===== config.mk =====
export PLATFORM = sky130hd
export DESIGN_NAME = tmr_clk_front
export DESIGN_NICKNAME = d
export VERILOG_FILES = /design/src/rtl/tmr_clk_front.sv
export SDC_FILE = /design/constraint.sdc
export NUM_CORES = 1
export LEC_CHECK = 0
export ABC_AREA = 1
export CORE_MARGIN = 1.5
export CORE_UTILIZATION = 45
export CTS_CLUSTER_DIAMETER = 80
export DETAILED_ROUTE_END_ITERATION = 16
export DONT_BUFFER_PORTS = 1
export REMOVE_ABC_BUFFERS = 1
export SKIP_CTS_REPAIR_TIMING = 1
export SYNTH_ARGS = -nofsm -noshare
export SYNTH_HDL_FRONTEND = slang
export SYNTH_SLANG_ARGS = --single-unit

===== constraint.sdc =====
create_clock -name clk -period 3.7 [get_ports clk]
set_input_delay 0.74 -clock clk [delete_from_list [all_inputs] [get_ports clk]]
set_output_delay 0.74 -clock clk [all_outputs]
set_load 0.02 [all_outputs]

===== src/rtl/tmr_clk_front.sv =====
`timescale 1ns/1ps
module tmr_clk_front #(
  parameter int PRESC_W = 10
) (
  input  logic       clk,
  input  logic       rst_n,
  input  logic       reg_we,
  input  logic [7:0] reg_wdata,
  output logic [7:0] reg_rdata,
  input  logic       ext_tick,
  input  logic       ext_restart,
  input  logic       ext_ovf,
  input  logic       evt_in,
  input  logic       capt_in,
  output logic       cnt_en,
  output logic       cnt_restart,
  output logic       capt_out
);
  localparam logic [2:0] SEL_EXT = 3'd5;
  localparam logic [2:0] SEL_EVT = 3'd7;

  logic [6:0]         ctrl;
  logic [PRESC_W-1:0] presc;
  logic               evt_q, evt_q2, capt_q, tick;

  wire       en    = ctrl[0];
  wire [2:0] sel   = ctrl[3:1];
  wire       sync  = ctrl[4];
  wire       chain = ctrl[5];

  always_ff @(posedge clk or negedge rst_n)
    if (!rst_n)      ctrl <= '0;
    else if (reg_we) ctrl <= reg_wdata[6:0];

  always_ff @(posedge clk or negedge rst_n)
    if (!rst_n)   presc <= '0;
    else if (!en) presc <= '0;
    else          presc <= presc + 1'b1;

  always_ff @(posedge clk or negedge rst_n)
    if (!rst_n) begin
      evt_q  <= 1'b0;
      evt_q2 <= 1'b0;
      capt_q <= 1'b0;
    end else begin
      evt_q  <= evt_in;
      evt_q2 <= evt_q;
      capt_q <= capt_in;
    end

  always_comb begin
    case (sel)
      3'd0:    tick = 1'b1;
      3'd1:    tick = presc[0];
      3'd2:    tick = &presc[2:0];
      3'd3:    tick = &presc[5:0];
      3'd4:    tick = &presc[9:0];
      SEL_EXT: tick = ext_tick;
      SEL_EVT: tick = evt_q & ~evt_q2;
      default: tick = 1'b0;
    endcase
  end

  assign cnt_en      = en & tick;
  assign cnt_restart = en & sync & (ext_restart | (ext_ovf & (sel != SEL_EXT)));
  assign capt_out    = chain ? capt_q : capt_in;
  assign reg_rdata   = {1'b0, ctrl};
endmodule


======== Word level (Yosys, flattened, before mapping) ========
Index checks and enable logic that the tools add are counted.
word-level totals
  output and inout port bits .............. 11
  input port bits ......................... 16
  flip-flop bits (word level) ............. 20
cells by class
  bitwise gates (word level) .............. 7
  reductions and logical operators ........ 4
  multiplexer cells ....................... 3
  equality and inequality tests ........... 7
  $add $sub $neg .......................... 1
operators with widths
  cell                     count
  $add A10 B1 Y10 const B  1
  $mux W10                 1
  $reduce_and A10 Y1       1
  $eq A3 B3 Y1 const B     3
  $pmux W1 S7              1
  $eq A3 B2 Y1 const B     2
  $reduce_and A6 Y1        1
  $and A1 B1 Y1            5
  $eq A3 B1 Y1 const B     1
  $logic_not A3 Y1         1
  $ne A3 B3 Y1 const B     1
  $reduce_and A3 Y1        1
  $mux W1                  1
  $not A1 Y1               1
  $or A1 B1 Y1             1

======== Depth between registers and ports, before layout ========
Gate-level depths: netlist of the first run.
  word-level depth ........................ 4
  gate-level depth with buffers ........... 10
  mapped depth without buffers ............ 10

======== Worst setup path before layout of the first run ========
OpenSTA, ideal clock, no wires.
  path type ............................... input-to-output
  start point ............................. input ext_ovf
  end point ............................... output cnt_restart
  path buffers ............................ 0
  path slack .............................. 1.715 ns
  stages on the path ...................... 2
  arrival ................................. 1.245 ns
  data required time ...................... 2.960 ns
  cells stage by stage .................... a21oi_1 nor3_1
between the ends
  longest elaborated chain between the ends .. 3
RTL lines
  item           line  source
  from (decl)    12    input logic ext_ovf,
  $and A1 B1 Y1  65    assign cnt_restart = en & sync & (ext_restart | (ext_ovf & (sel != SEL_EXT)));
  $or A1 B1 Y1   65
  $and A1 B1 Y1  65
  to (decl)      16    output logic cnt_restart,
No other way between the ends.

======== Worst setup path in the final report of the first run ========
  start point ............................. register ctrl[0]
  end point ............................... output cnt_restart
between the ends
  longest elaborated chain between the ends .. 2
RTL lines
  item                        line  source
  from (decl)                 22    logic [6:0] ctrl;
  from (signal assigned)      33    else if (reg_we) ctrl <= reg_wdata[6:0];
  $and A1 B1 Y1 (2 in a row)  65
No other way between the ends.

==> results.tsv, run 1 <==
stage	metric	value	unit
setup_path	startpoint	ctrl[0]$_DFFE_PN0P_	
clock_tree	htree_levels	1	
flow_run	maxCapViolations	0	
clock_tree	clk_path_buf_depth	2	
timing	layout_setup_ws	1.258	ns
synthesis	yosysTopAreaCellShare	0.5195	
synthesis	synth-seq-cells	20	
power_and_ir_drop	power.density	381.6	mW/mm^2
timing	setup_viol	0	
die	fp.dieW	49.27	microns
power_and_ir_drop	p_leak	0.5030	nW
die	die_area	0.002428	sq mm
synthesis	syn_area	963.4	sq um
setup_path	crit_fanout	10	
setup_path	critPathArrivalTime	1.70	ns
placed_design	gp_congestion	0.7731	
timing	hold_violations	0	
route	wirelength	1.528	mm
setup_path	r2r_setup_slack	2.45	ns
synthesis	syn_area_per_cell	8.602	sq um
synthesis	synth_edf_count	0	
layout	layout-drive-gt1-share	0.1161	
route	viasPerCell	4.799	
global_routing	antenna_found_initial	0	
timing	finalMaxSlewViolations	0	
placed_design	port_buffers	0	
setup_path	start_kind	register	
die	ioPinCount	27	
clock_tree	cts.clk_slew.worst_paths	0.10	ns
die	rows	16	
worst_hold_path	hp-class	input pin to async pin	
clock_tree	clockRootBuffer	clkbuf_4	
synthesis	synth_largest_area_cell	dfrtp_1	
global_routing	grt_pass1_vias	652	
global_routing	grt_use_total	0.1508	
clock_tree	clk_latency	0.30	ns
layout	n_antenna_cell	0	
timing	finalCriticalPeriod	2.442	ns
die	die_h	49.27	microns
setup_path	rr_startpoint	presc[0]$_DFF_PN0_	
timing	fin_crit_sh	0.6600	
synthesis	yosysMostFrequentCell	nand2_1	
route	initialDrtViolationCount	4	
clock_tree	clock_sink_count	20	
layout	stdcell_area	0.001003	sq mm
synthesis	synthTopCellsByCount	nand2_1, dfrtp_1, inv_1	
synthesis	ys_types	23	
synthesis	async_flop_share	1.000	
placed_design	place_ws	1.564	ns
layout	nFillCells	187	
die	placeableCoreArea	0.001982	sq mm
layout	syn2layout_area_growth	4.156	%
setup_path	rr_worst_depth	6	
setup_path	worstSetupPathType	register to output port	
clock_tree	cts_buffers	3	
placed_design	place_area	980.9	sq um
timing	max_freq	409.5	MHz
timing	fin_skew	0.0008366	ns
setup_path	required	2.96	ns
power_and_ir_drop	ir_drop	201.2	uV
timing	rsz0062_at_grt	no	
die	initial_core_util	0.4861	
clock_tree	cts_tree	yes	
synthesis	synth_area_leaders	dfrtp_1, nand2_1, inv_1	
route	drc	0	
route	drt-wirelength-per-cell	10.99	microns
global_routing	grt_max_degree	21	
route	postRouteAntennaNets	0	
timing	relSlewSlack	0.5858	
status	status	finished clean	
setup_path	endpoint_kind	output port	
route	vias	667	
setup_path	r2r_end	presc[6]$_DFF_PN0_	
synthesis	ys_seq_area_frac	0.5195	
timing	tns	0	ns
placed_design	dp_hpwl	1.199	mm
setup_path	endpoint	cnt_restart	
global_routing	grt_pass1_wl	2.697	mm
route	dr.pass1.iters	3	
synthesis	ys.flop_type	dfrtp_1	
synthesis	ys_warn_count	0	
synthesis	syn_inst	112	
layout	nets	132	
global_routing	grt.overflow.total	0	
timing	tightest_slew	0.6165	ns
## layout by cell type, fill, tap and decap left out, drive strengths merged
cell and count:
a21oi 9, ha 2, nor2 8, nand3b 1
mux2 1, nand3 6, clkbuf 3, inv 19
conb 1, o21bai 1, nor3 3, o21ai 10
o21a 1, dfrtp 20, nand2 27
## through the flow
stage | utilization | cells | total power, mW | hold WS [ns]
2_1_floorplan | - | 109 | 0.2788 | 0.3538
3_3_place_gp | 0.4949 | 136 | 0.2862 | 0.3620
3_5_place_dp | 0.4949 | 136 | 0.2865 | 0.3639
4_1_cts | 0.5063 | 139 | 0.3877 | 0.1099
5_1_grt | 0.5063 | 139 | 0.4003 | 0.1008
6_report | 0.5063 | 139 | 0.3829 | 0.1193
## worst min path at each step
| stage | startpoint | slack (ns) | end | cells past startpoint |
|---|---|---|---|---|
| after floorplan | evt_q$_DFF_PN0_ | 0.35 | evt_q2$_DFF_PN0_ | 0 |
| after global placement | evt_q$_DFF_PN0_ | 0.36 | evt_q2$_DFF_PN0_ | 0 |
| after detailed placement | evt_q$_DFF_PN0_ | 0.36 | evt_q2$_DFF_PN0_ | 0 |
| after CTS | rst_n | 0.11 | presc[5]$_DFF_PN0_ | 0 |
| after global routing | rst_n | 0.10 | presc[6]$_DFF_PN0_ | 0 |
| final | rst_n | 0.12 | presc[4]$_DFF_PN0_ | 0 |
## final cells by class
type	count	area (sq um)	area share
Sequential cell	20	500.5	0.4988
Inverter	19	71.32	0.07107
Tap cell	27	33.78	0.03367
Multi-Input combinational cell	70	375.4	0.3741
Clock buffer	3	22.52	0.02244
## flip-flops by register name (all words and copies together), names as in the netlist
register / flops
presc: 10
ctrl: 7
capt_q: 1
evt_q: 1
evt_q2: 1
## critical path: stages (launching register included)
cell and delay, ns:
dfrtp_1 0.63, inv_1 0.20, nor3_1 0.57
## report_power, final
| group | switching [mW] | internal [mW] |
|---|---|---|
| clock | 0.0638 | 0.0380 |
| combinational | 0.0191 | 0.0108 |
| sequential | 0.0213 | 0.230 |
## logic make-up after synthesis
family | count (synthesis) | share of synthesized area
and+or+nand+nor | 45 | 0.2299
AOI/OAI and AO/OA | 21 | 0.1182
other | 1 | 0.003892
adders and majority gates | 2 | 0.02597
DFF | 20 | 0.5195
muxes | 1 | 0.01169
buffers and inverters | 22 | 0.09089
## layer usage
| metal | GRT usage | share of wire |
|---|---|---|
| met3 | 0.04908 | 0.072 |
| met1 | 0.1750 | 0.45 |
| met2 | 0.2432 | 0.45 |
| met5 | 0 | 0 |
| met4 | 0.08571 | 0.027 |
(Power assumes the default switching activity.)
==> run 2: changes to the inputs <==
- clock period: 3.7 -> 2.4 ns (I/O delays scaled with it)
==> results.tsv, run 2 (synthesized netlist as in run 1, its figures left out) <==
stage	metric	value	unit
route	postRouteAntennaNets	0	
clock_tree	cts.clk_slew.worst_paths	0.11	ns
global_routing	grt.overflow.total	0	
power_and_ir_drop	power.net_switching	168.8	uW
setup_path	endpoint_kind	output port	
layout	nets	135	
route	drt-wirelength-per-cell	11.62	microns
layout	largestRegisters	presc (10), ctrl (7)	
setup_path	required	1.92	ns
setup_path	worstSetupPathType	register to output port	
power_and_ir_drop	power.density	586.1	mW/mm^2
global_routing	grtUsageMet1	0.1836	
timing	setup_viol	0	
timing	fin_skew	0.002506	ns
timing	fin_crit_sh	0.8887	
route	initialDrtViolationCount	11	
route	wirelength	1.650	mm
layout	stdcell_area	0.001028	sq mm
power_and_ir_drop	p_leak	0.5174	nW
status	status	finished clean	
timing	whs	0.1984	ns
placed_design	place_area	996.0	sq um
timing	rsz0062_at_grt	no	
setup_path	start_kind	register	
worst_hold_path	hold_depth	0	
die	ioPinCount	27	
route	drc	0	
global_routing	antenna_found_initial	0	
route	dr.pass1.iters	2	
die	die_area	0.002428	sq mm
setup_path	cp_num_buf_inv	3	
setup_path	r2r_end	presc[6]$_DFF_PN0_	
setup_path	crit_fanout	4	
power_and_ir_drop	p_int	433.9	uW
setup_path	crit_path_top_delay_cell	dfrtp_1	
flow_run	maxCapViolations	0	
clock_tree	clock_sink_count	20	
clock_tree	htree_levels	1	
route	viasPerCell	4.789	
die	rows	16	
power_and_ir_drop	finalPower	602.7	uW
timing	tns	0	ns
global_routing	met2_usage	0.2635	
die	placeableCoreArea	0.001982	sq mm
clock_tree	cts_tree	yes	
layout	final_cell_mix	nand2_1, dfrtp_1, inv_1	
power_and_ir_drop	ir_drop	326.8	uV
worst_hold_path	holdCritStartpoint	evt_in	
global_routing	grt_pass1_wl	2.842	mm
clock_tree	clk_latency	0.29	ns
route	vias	680	
setup_path	rr_worst_depth	6	
die	die_h	49.27	microns
global_routing	top_usage_layer	met2	
layout	syn2layout_area_growth	6.754	%
power_and_ir_drop	pwr-share-clk	0.261	
placed_design	dp_hpwl	1.243	mm
layout	n_antenna_cell	0	
clock_tree	clockRootBuffer	clkbuf_4	
placed_design	gp_congestion	0.7675	
layout	layout-drive-gt1-share	0.1304	
worst_hold_path	hp-class	input pin to register	
clock_tree	clk_path_buf_depth	2	
global_routing	grtUsageMet3	0.03988	
setup_path	critPathArrivalTime	1.65	ns
setup_path	crit_family	flip-flops	
power_and_ir_drop	p_sw_frac	0.2801	
timing	hold_violations	0	
die	initial_core_util	0.4861	
global_routing	grt_max_degree	21	
timing	finalMaxSlewViolations	0	
setup_path	max_stage_delay	0.51	ns
timing	layout_setup_ws	0.2670	ns
timing	finalCriticalPeriod	2.133	ns
die	fp.dieW	49.27	microns
layout	regMostFlops	presc	
global_routing	grt_pass1_vias	704	
layout	layout_commonest_cell	nand2_1	
layout	largest_register_ffs	10	
setup_path	r2r_setup_slack	1.15	ns
timing	tightest_slew	0.9012	ns
timing	relSlewSlack	0.3972	
timing	max_freq	468.8	MHz
worst_hold_path	holdPathEnd	evt_q$_DFF_PN0_	
placed_design	place_ws	0.5897	ns
global_routing	grt_use_total	0.1576	
setup_path	rr_startpoint	presc[0]$_DFF_PN0_	
setup_path	worstPathCellList	inv_1 -> nor3_1 -> inv_1 -> a21oi_1 -> nor3_1 -> buf_4	
power_and_ir_drop	pwr-share-seq	0.633	
placed_design	port_buffers	0	
power_and_ir_drop	combPwrFrac	0.106	
clock_tree	cts_buffers	3	
-- run 2: worst max path at each step --
stage,start,to,slack [ns],depth (start not counted)
2_1_floorplan,presc[0]$_DFF_PN0_,cnt_en,0.69,10
3_5_place_dp,presc[0]$_DFF_PN0_,cnt_en,0.59,10
5_1_grt,presc[0]$_DFF_PN0_,cnt_en,0.13,10
4_1_cts,presc[0]$_DFF_PN0_,cnt_en,0.25,10
6_report,ctrl[3]$_DFFE_PN0P_,cnt_restart,0.27,6
3_3_place_gp,presc[0]$_DFF_PN0_,cnt_en,0.60,10
-- run 2: area by class of cell --
type,count,area [sq um]
clock buffer,3,22.52
fill,196,953.4
inverter,19,71.32
multi-input combinational,70,375.4
sequential,20,500.5
tap,27,33.78
timing repair buffer,3,25.02
-- run 2: per-stage QoR --
stage	util	std cells
finish	0.5189	142
global route	0.5189	142
CTS	0.5139	141
detailed placement	0.5025	138
global placement	0.5025	138
floorplan	-	109
-- run 2: worst register-to-register path: stages (launching register included) --
cell and delay, ns:
dfrtp_1 0.42, ha_1 0.20, nand2_1 0.09, nor2_4 0.13, inv_1 0.07, o21ai_1 0.16
a21oi_1 0.09
-- run 2: layer usage --
metal / part of all wire / vias up
li1: - / 356
met1: 0.47 / 295
met2: 0.45 / 24
met3: 0.059 / 5
met4: 0.023 / 0
met5: 0 / -
-- run 2: power groups by stage --
stage	clock network (mW)	registers [mW]	logic, mW
CTS	0.163	0.382	0.0576
global placement	0	0.389	0.0564
finish	0.157	0.382	0.0638
floorplan	0	0.389	0.0404
global route	0.172	0.384	0.0752
detailed placement	0	0.389	0.0574
